**src/rtl/jtu_pkg.sv**
```systemverilog
package jtu_pkg;

  typedef enum logic [1:0] {
    FLT_NONE = 2'd0,
    FLT_GP   = 2'd1,
    FLT_UD   = 2'd2
  } fault_e;

  localparam logic [1:0] SZ_8  = 2'd0;
  localparam logic [1:0] SZ_16 = 2'd1;
  localparam logic [1:0] SZ_32 = 2'd2;

  localparam logic [1:0] OP_16 = 2'd0;
  localparam logic [1:0] OP_32 = 2'd1;
  localparam logic [1:0] OP_64 = 2'd2;

  // Strobes from control to datapath
  typedef struct packed {
    logic   loadIp;
    logic   raise;
    fault_e code;
  } ctl_s;

endpackage

```
**src/rtl/jtu_datapath.sv**
```systemverilog
module jtu_datapath
  import jtu_pkg::*;
#(
  parameter int          IP_W     = 64,
  parameter int          DISP_W   = 32,
  parameter logic [63:0] RESET_IP = '0
) (
  input  logic              clk,
  input  logic              rstN,
  input  logic [IP_W-1:0]   nextIp,
  input  logic              isRelative,
  input  logic [1:0]        dispSize,
  input  logic [DISP_W-1:0] disp,
  input  logic [IP_W-1:0]   absTarget,
  input  logic [1:0]        opSize,
  input  ctl_s              ctl,
  output logic [IP_W-1:0]   candidate,
  output logic [IP_W-1:0]   ip,
  output logic              ipUpdate
);

  localparam int EXT8  = IP_W - 8;
  localparam int EXT16 = IP_W - 16;
  localparam int EXT32 = IP_W - 32;

  logic [IP_W-1:0] dispExt;
  logic [IP_W-1:0] rawTarget;

  // Sign extension of the selected displacement width
  always_comb begin
    unique case (dispSize)
      SZ_8:    dispExt = {{EXT8{disp[7]}}, disp[7:0]};
      SZ_16:   dispExt = {{EXT16{disp[15]}}, disp[15:0]};
      default: dispExt = {{EXT32{disp[31]}}, disp[31:0]};
    endcase
  end

  assign rawTarget = isRelative ? (nextIp + dispExt) : absTarget;

  // Truncation to the operand size
  always_comb begin
    unique case (opSize)
      OP_16:   candidate = {{EXT16{1'b0}}, rawTarget[15:0]};
      OP_32:   candidate = {{EXT32{1'b0}}, rawTarget[31:0]};
      default: candidate = rawTarget;
    endcase
  end

  always_ff @(posedge clk) begin
    if (!rstN) begin
      ip       <= RESET_IP[IP_W-1:0];
      ipUpdate <= 1'b0;
    end else begin
      ipUpdate <= ctl.loadIp;
      if (ctl.loadIp) ip <= candidate;
    end
  end

endmodule

```
**src/rtl/jtu_control.sv**
```systemverilog
module jtu_control
  import jtu_pkg::*;
#(
  parameter int IP_W    = 64,
  parameter int VA_BITS = 48,
  parameter int LIM_W   = 32
) (
  input  logic             clk,
  input  logic             rstN,
  input  logic             reqValid,
  input  logic             isRelative,
  input  logic [1:0]       dispSize,
  input  logic [1:0]       opSize,
  input  logic             longMode,
  input  logic [LIM_W-1:0] csLimit,
  input  logic [IP_W-1:0]  candidate,
  output ctl_s             ctl,
  output logic             faultStrobe,
  output fault_e           faultCode
);

  localparam int HI_W = IP_W - VA_BITS + 1;

  logic [HI_W-1:0] hiBits;
  logic            canonical;
  logic            overLimit;
  logic            badForm;
  logic            protFault;

  assign hiBits    = candidate[IP_W-1:VA_BITS-1];
  assign canonical = (&hiBits) || (~|hiBits);
  assign overLimit = candidate > {{(IP_W-LIM_W){1'b0}}, csLimit};

  always_comb begin
    badForm = isRelative && (dispSize == 2'd3);
    if (longMode) begin
      if (opSize != OP_64)                   badForm = 1'b1;
      if (isRelative && (dispSize == SZ_16)) badForm = 1'b1;
    end else begin
      if (opSize[1])                         badForm = 1'b1;
    end
  end

  assign protFault = longMode ? !canonical : overLimit;

  always_comb begin
    ctl.loadIp = reqValid && !badForm && !protFault;
    ctl.raise  = reqValid && (badForm || protFault);
    ctl.code   = badForm ? FLT_UD : (protFault ? FLT_GP : FLT_NONE);
  end

  always_ff @(posedge clk) begin
    if (!rstN) begin
      faultStrobe <= 1'b0;
      faultCode   <= FLT_NONE;
    end else begin
      faultStrobe <= ctl.raise;
      faultCode   <= ctl.raise ? ctl.code : FLT_NONE;
    end
  end

endmodule

```
**src/rtl/jump_target_unit.sv**
```systemverilog
module jump_target_unit
  import jtu_pkg::*;
#(
  parameter int          IP_W     = 64,
  parameter int          VA_BITS  = 48,
  parameter int          LIM_W    = 32,
  parameter int          DISP_W   = 32,
  parameter logic [63:0] RESET_IP = '0
) (
  input  logic              clk,
  input  logic              rstN,
  input  logic              reqValid,
  input  logic [IP_W-1:0]   nextIp,
  input  logic              isRelative,
  input  logic [1:0]        dispSize,
  input  logic [DISP_W-1:0] disp,
  input  logic [IP_W-1:0]   absTarget,
  input  logic [1:0]        opSize,
  input  logic              longMode,
  input  logic [LIM_W-1:0]  csLimit,
  output logic [IP_W-1:0]   ip,
  output logic              ipUpdate,
  output logic              faultStrobe,
  output logic [1:0]        faultCode
);

  ctl_s            ctl;
  logic [IP_W-1:0] candidate;
  fault_e          faultCodeE;

  jtu_datapath #(
    .IP_W    (IP_W),
    .DISP_W  (DISP_W),
    .RESET_IP(RESET_IP)
  ) u_dp (
    .clk       (clk),
    .rstN      (rstN),
    .nextIp    (nextIp),
    .isRelative(isRelative),
    .dispSize  (dispSize),
    .disp      (disp),
    .absTarget (absTarget),
    .opSize    (opSize),
    .ctl       (ctl),
    .candidate (candidate),
    .ip        (ip),
    .ipUpdate  (ipUpdate)
  );

  jtu_control #(
    .IP_W   (IP_W),
    .VA_BITS(VA_BITS),
    .LIM_W  (LIM_W)
  ) u_ctl (
    .clk        (clk),
    .rstN       (rstN),
    .reqValid   (reqValid),
    .isRelative (isRelative),
    .dispSize   (dispSize),
    .opSize     (opSize),
    .longMode   (longMode),
    .csLimit    (csLimit),
    .candidate  (candidate),
    .ctl        (ctl),
    .faultStrobe(faultStrobe),
    .faultCode  (faultCodeE)
  );

  assign faultCode = faultCodeE;

endmodule

```
**config.mk**
```make
export PLATFORM = sky130hd
export DESIGN_NAME = jump_target_unit
export DESIGN_NICKNAME = d
export VERILOG_FILES = /design/src/rtl/jtu_pkg.sv /design/src/rtl/jtu_datapath.sv /design/src/rtl/jtu_control.sv /design/src/rtl/jump_target_unit.sv
export SDC_FILE = /design/constraint.sdc
export NUM_CORES = 1
export LEC_CHECK = 0
export BUFFER_PORTS_ARGS = -buffer_cell sky130_fd_sc_hd__buf_2
export CAP_MARGIN = 20
export CORE_AREA = 2 2 198 103
export DETAILED_ROUTE_END_ITERATION = 12
export DIE_AREA = 0 0 200 105
export PLACE_DENSITY = 0.8
export SLEW_MARGIN = 0
export SYNTH_ARGS = -nofsm -noshare
export SYNTH_HDL_FRONTEND = slang
export SYNTH_SLANG_ARGS = --single-unit
```
**constraint.sdc**
```tcl
create_clock -name clk -period 9.54 [get_ports clk]
set_clock_uncertainty 0.1 [all_clocks]
set_input_delay 0.954 -clock clk [delete_from_list [all_inputs] [get_ports clk]]
set_output_delay 0.954 -clock clk [all_outputs]
set_load 0.05 [all_outputs]
```
; Word-level counts from Yosys, hierarchy flattened
; Index checks and enable logic that the tools add are counted.
[word_totals]
latch_bits = 0
ramBits = 0
rom_bits = 0
in_bits = 201
out_inout_bits = 68
reg_bits = 68
mem_count = 0
[op_classes]
muxes = 10
addsub = 1
eq_ne = 4
reduce_logical = 17
n_div = 0
bitwise = 2
multipliers = 0
shift = 0
magnitude_cmp = 1
[ops]
columns = op, count
row1 = one-hot mux 64 bit (2 select lines), 2
row2 = adder 64 bit, 1
row3 = > comparator 64 x 32 -> 1 bit, 1
row4 = 2-to-1 mux 64 bit, 1
row5 = AND reduction 17 bit, 1
row6 = OR reduction 17 bit, 1
row7 = 2-to-1 mux 1 bit, 6
row8 = logical AND 1 bit, 5
row9 = "equality test 2 x 1 -> 1 bit, second input constant", 2
row10 = logical NOT 1 bit, 4
row11 = logical NOT 2 bit, 2
row12 = OR reduction 3 bit, 1
row13 = "equality test 2 bit, second input constant", 1
row14 = logical OR 1 bit, 2
row15 = 2-to-1 mux 2 bit, 1
row16 = "!= test 2 bit, second input constant", 1
row17 = inverter 1 bit, 2
row18 = AND reduction 2 bit, 1

; Logic depth before layout (Yosys ltp)
[depth]
word_depth = 14
mapped_depth = 31
mapped_depth_nobuf = 27

; By module
; Synthesis repeated with hierarchy kept, for this count alone.
[unflattened]
cells_unflattened = 1107
area_unflattened_um2 = 8165.3
[modules_own_cells]
columns = module, n_inst, area_per_inst_um2, cells_per_inst
row1 = jtu_datapath, 1, 7071.8, 953
row2 = jtu_control, 1, 1093.5, 154

; Worst setup path before layout
; Ideal clock, no wire load.
[synth_path]
path_type = input port to flip-flop
start = input port dispSize[1]
end = register u_dp.ip[10]
path_stages = 28
arrival_ps = 6480
slack_ps = 2889
path_cell_list = clkbuf_1 > nor3_1 > clkbuf_1 > a21oi_1 > ha_1 > nand4_1 > or3_1 > o32a_1 > nand2_1 > nor2_1 > or2_2 > a21oi_1 > a21oi_1 > nor2_1 > ha_1 > a2111o_1 > o221ai_1 > o211ai_1 > mux2_2 > o21a_1 > a211oi_1 > nand4b_1 > o31ai_1 > and3_2 > o21a_1 > buf_6 > buf_12 > mux2i_1
[synth_between]
word_cells_on_any_way = 24
cone_classes = add/sub (1) / order compare (1) / eq/ne (2) / mux (8) / reduce/logical (12)
[synth_rtl]
columns = item, line_no
row1 = "start, declared", jump_target_unit.sv:15  ; input logic [1:0] dispSize,
row2 = equality test 2 x 1 -> 1 bit / logical NOT 2 bit (equally long branches), jtu_datapath.sv:31  ; unique case (dispSize)
row3 = one-hot mux 64 bit (2 select lines) (*), jtu_datapath.sv:31
row4 = adder 64 bit (*), jtu_datapath.sv:38  ; assign rawTarget = isRelative ? (nextIp + dispExt) : absTarget;
row5 = 2-to-1 mux 64 bit (*), jtu_datapath.sv:38
row6 = one-hot mux 64 bit (2 select lines) (*), jtu_datapath.sv:42  ; unique case (opSize)
row7 = named net candidate[23], jump_target_unit.sv:28  ; logic [IP_W-1:0] candidate;
row8 = > comparator 64 x 32 -> 1 bit (*), jtu_control.sv:32  ; assign overLimit = candidate > {{(IP_W-LIM_W){1'b0}}, csLimit};
row9 = 2-to-1 mux 1 bit (*), jtu_control.sv:44  ; assign protFault = longMode ? !canonical : overLimit;
row10 = logical NOT 1 bit (*), jtu_control.sv:47  ; ctl.loadIp = reqValid && !badForm && !protFault;
row11 = logical AND 1 bit (*), jtu_control.sv:47
row12 = "end signal, assigned", jtu_datapath.sv:51  ; ip <= RESET_IP[IP_W-1:0];
row13 = "end signal, assigned", jtu_datapath.sv:55  ; if (ctl.loadIp) ip <= candidate;
row14 = "end, declared", jtu_datapath.sv:18  ; output logic [IP_W-1:0] ip,
; Mark *: on every way through the listed nets, which the timed path passes. The rest lies on a longest branch.
; A chain may end at the register's enable or synchronous reset.

; Final worst setup path
[layout_path]
start = input port dispSize[1]
end = register u_dp.ip[26]
; Same word-level chain as after synthesis.

==> summary.md <==
| Metric | Value |
|---|---|
| Adder-cell share of the synthesized area | 12.8% |
| Sequential Power Share | 20.2% |
| CTS root buf | clkbuf_16 |
| Syn Nets | 1639 |
| HP Class | flip-flop to flip-flop |
| Net Switching | 655 uW |
| Vias in the first global route | 10500 |
| Dominant cell type by area after synthesis | dfxtp_1 |
| Max IR drop VDD | 0.113 mV |
| Setup violators final | 0 |
| Clk sinks | 68 |
| Gpl congestion | 1.06 |
| Placed cell areas | 10800 um2 |
| Startpoint types | input port |
| Die X | 200 um |
| Largest net degree at the start of global routing | 114 |
| First-pass GRT wire length | 62300 um |
| Top post-synthesis cells by area | dfxtp_1 14%, ha_1 13%, nand2_1 8.9% |
| Clock power share | 24.5% |
| Unrepaired setup endpoints after global routing | no |
| Antenna viol nets, final | 0 |
| Post-CTS resize count | 0 |
| Remaining DRCs | 0 |
| Fillcell total | 1802 |
| CP max-delay cell | buf_4 |
| Row Count | 36 |
| Pre-CTS WS | 1.66 ns |
| Worst R2R Setup Slack | 8.67 ns |
| Wirelength, routed | 42900 um |
| Final worst setup slack | 1.61 ns |
| Synth top area share | 14.4% |
| Reg-to-reg endpoint | u_dp.ip[26] |
| Crit path kind | input port to flip-flop |
| TNS Setup | 0 ns |
| Period utilization | 83.1% |
| Int Pwr | 755 uW |
| Number of flops mapped to enable cells by yosys | 0 |
| Drt initial violations | 1466 |
| Postcts setup bufs | 0 |
| Layout net count | 1851 |
| Worst Tran Pin Value | 1.05 ns |
| Min Tclk post-route | 7.93 ns |
| Async SR Flop Fraction | 0% |
| Switching Fraction | 46.5% |
| Final Cell Area | 11100 um2 |
| Initial DRT Pass Iterations | 6 |
| Core ar. | 19100 um2 |
| DR WL/cell | 23.5 um |
| Worst Path Required | 9.68 ns |
| Crit. Startpoint | dispSize[1] |
| Max-slew violations | 0 |
| Cells after synthesis | 1342 |
| Largest fanout on the critical path | 30 |
| Logic gate share of total power | 55.3% |
| GRT overflow | 0 |
| P&R area growth vs syn | 17.9% |
| Yosys reg bits | 68 |
| Yosys cell types | 93 |
| Dpl hpwl | 35900 um |
| Status | finished, final reports clean |
| CTS Hold Bufs | 0 |
| Clk buf depth | 2 |
| Critical Path End | u_dp.ip[26] |
| Ys flop type | dfxtp_1 |
| Clock insertion delay at the later pin of the skew report | 0.33 ns |
| Post-Syn Area | 9440 um2 |
| Relative slew slack | 30.0% |
| Final Hold Fails | 0 |
| Cell mode on critical path | nor2_1 |
| R2R Path Start | u_dp.ip[26] |
| Number of antenna violations at the first check in global routing | 4 |
| Via count | 11800 |
| CP arrival | 8.07 ns |
| Port bufs | 268 |
| Max-cap violations | 0 |
| Worst r2r path cells | 2 |
| Avg Cell Area, Syn | 7.04 um2 |
| Worst stage delay on the critical path | 0.56 ns |
| Die area | 21000 um2 |
| H-tree levels | 3 |
| Leak pwr | 0.00510 uW |
| Total CTS buffers | 9 |
| Die H | 105 um |
| CTS tree | built |
| PD cells | 127 nW/um2 |
| Critical Path Sink Type | flip-flop |
| Sequential element share of the synthesized area | 14.4% |
| Main combinational cell family by area after synthesis | compound AO/OA/AOI/OAI gates |
| Worst-path clk slew | 0.06 ns |
| Via/cell ratio | 6.44 |
| Post-synthesis mux area share | 8.62% |
| Layout cell share with drive strength beyond 1 | 22.1% |
| Gr usage total | 39.3% |
| Warning count from the yosys run | 0 |
| Fmax | 126 MHz |
| Compound-Gate Fraction of Synth Area | 28.1% |
| Io pins | 269 |
| Initial Util | 49.3% |
| Simple-Gate Fraction of Synth Area | 25.6% |
| Synth Area in XOR/XNOR | 3.90% |
[Yosys cell counts (4+ instances only)]
library cell and number:
clkbuf_1 38, a221oi_2 4, nand2b_1 14, o21bai_1 4, buf_2 30, a31oi_1 5
a211oi_1 12, nand2_1 223, mux2_2 18, nand3_1 22, or3_1 6, inv_1 59
o2111ai_1 4, or2_2 4, a21o_1 27, and4_1 7, a21boi_0 4, mux2i_1 60
and2_1 8, o21ai_1 8, o211a_1 6, nor4_1 14, o21a_1 16, o22ai_1 4
a221oi_1 4, o21ai_0 102, o211ai_1 19, nand4_1 50, xnor2_1 27, ha_1 95
and3_1 7, a21oi_1 130, xor2_1 15, o31a_1 4, o31ai_1 9, or4_1 6
nor2b_1 9, nor3_1 27, dfxtp_1 68, nor2_1 97
[layout by cell type (no fill, tap or decap), types with 14 or more instances in the layout]
cell type,instances
nand2_1,223
xnor2_1,27
dfxtp_1,68
a21o_1,27
nand3_1,22
xor2_1,15
o211ai_1,19
mux2i_1,60
inv_1,59
mux2_2,18
o21ai_0,102
o21a_1,15
buf_2,268
nor3_1,27
nand2b_1,14
nor2_1,97
nor4_1,14
nand4_1,50
a21oi_1,130
ha_1,95
[registers in the layout (all words and copies together) (netlist names)]
name and cells:
u_ctl.faultCode 2, u_ctl.faultStrobe 1, u_dp.ip 64, u_dp.ipUpdate 1
[layer usage]
| layer | track usage (%) | up-vias | wire length (um) |
|---|---|---|---|
| li1 | - | 5341 | - |
| met1 | 60.2 | 5499 | 20000 |
| met2 | 47.4 | 865 | 14800 |
| met3 | 20.9 | 50 | 7790 |
| met4 | 4.39 | 4 | 347 |
| met5 | 0 | - | 24 |
[stage by stage]
stage / cells / total power (uW) / util, % / hold WS [ns]
finish: 1826 / 1410 / 58.1 / 0.359
CTS: 1823 / 1360 / 57.9 / 0.358
global placement: 1806 / 1020 / 56.3 / 0.340
detailed placement: 1807 / 1020 / 56.3 / 0.346
global route: 1826 / 1480 / 58.1 / 0.372
floorplan: 1342 / 770 / - / 0.568
[layout make-up]
| type | instances | area, um2 | share of cell area [%] |
|---|---|---|---|
| antenna | 1 | 2.50 | 0.0225 |
| clock buffer | 9 | 225 | 2.02 |
| clock inverter | 7 | 83.8 | 0.753 |
| inverter | 60 | 225 | 2.02 |
| multi-input combinational | 1137 | 7460 | 67.1 |
| sequential | 68 | 1360 | 12.2 |
| tap | 266 | 333 | 2.99 |
| timing repair buffer | 278 | 1440 | 12.9 |
[worst max-delay path, delay by kind of cell]
kind | cells | cell delay (ns)
adder cells (fa/ha/maj) | 2 | 0.81
AND/OR/NAND/NOR | 11 | 2.18
AO/OA/AOI/OAI | 10 | 2.24
multiplexers | 2 | 0.44
buffers and inverters | 3 | 1.04
XOR/XNOR | 1 | 0.36
[worst min-delay path by stage]
stage,from,endpoint,cells after the start
2_1_floorplan,u_dp.ip[0],u_dp.ip[0],2
3_3_place_gp,u_dp.ip[8],u_dp.ip[8],2
3_5_place_dp,u_dp.ip[40],u_dp.ip[40],2
4_1_cts,u_dp.ip[8],u_dp.ip[8],2
5_1_grt,u_dp.ip[1],u_dp.ip[1],2
6_report,u_dp.ip[37],u_dp.ip[37],2
[power by group through the flow]
stage / logic (uW) / clock network [uW] / registers (uW)
2_1_floorplan: 474 / 0 / 296
3_3_place_gp: 730 / 0 / 292
3_5_place_dp: 726 / 0 / 292
4_1_cts: 733 / 347 / 286
5_1_grt: 830 / 360 / 286
6_report: 780 / 346 / 286
[cells by family after synthesis]
kind of cell | count (synthesis)
AOI/OAI and AO/OA | 408
xor gates and xnor gates | 42
adders and majority gates | 96
buffers and inverters | 137
DFF | 68
muxes | 79
and+or+nand+nor | 512
Power figures use the tool's default switching activity.
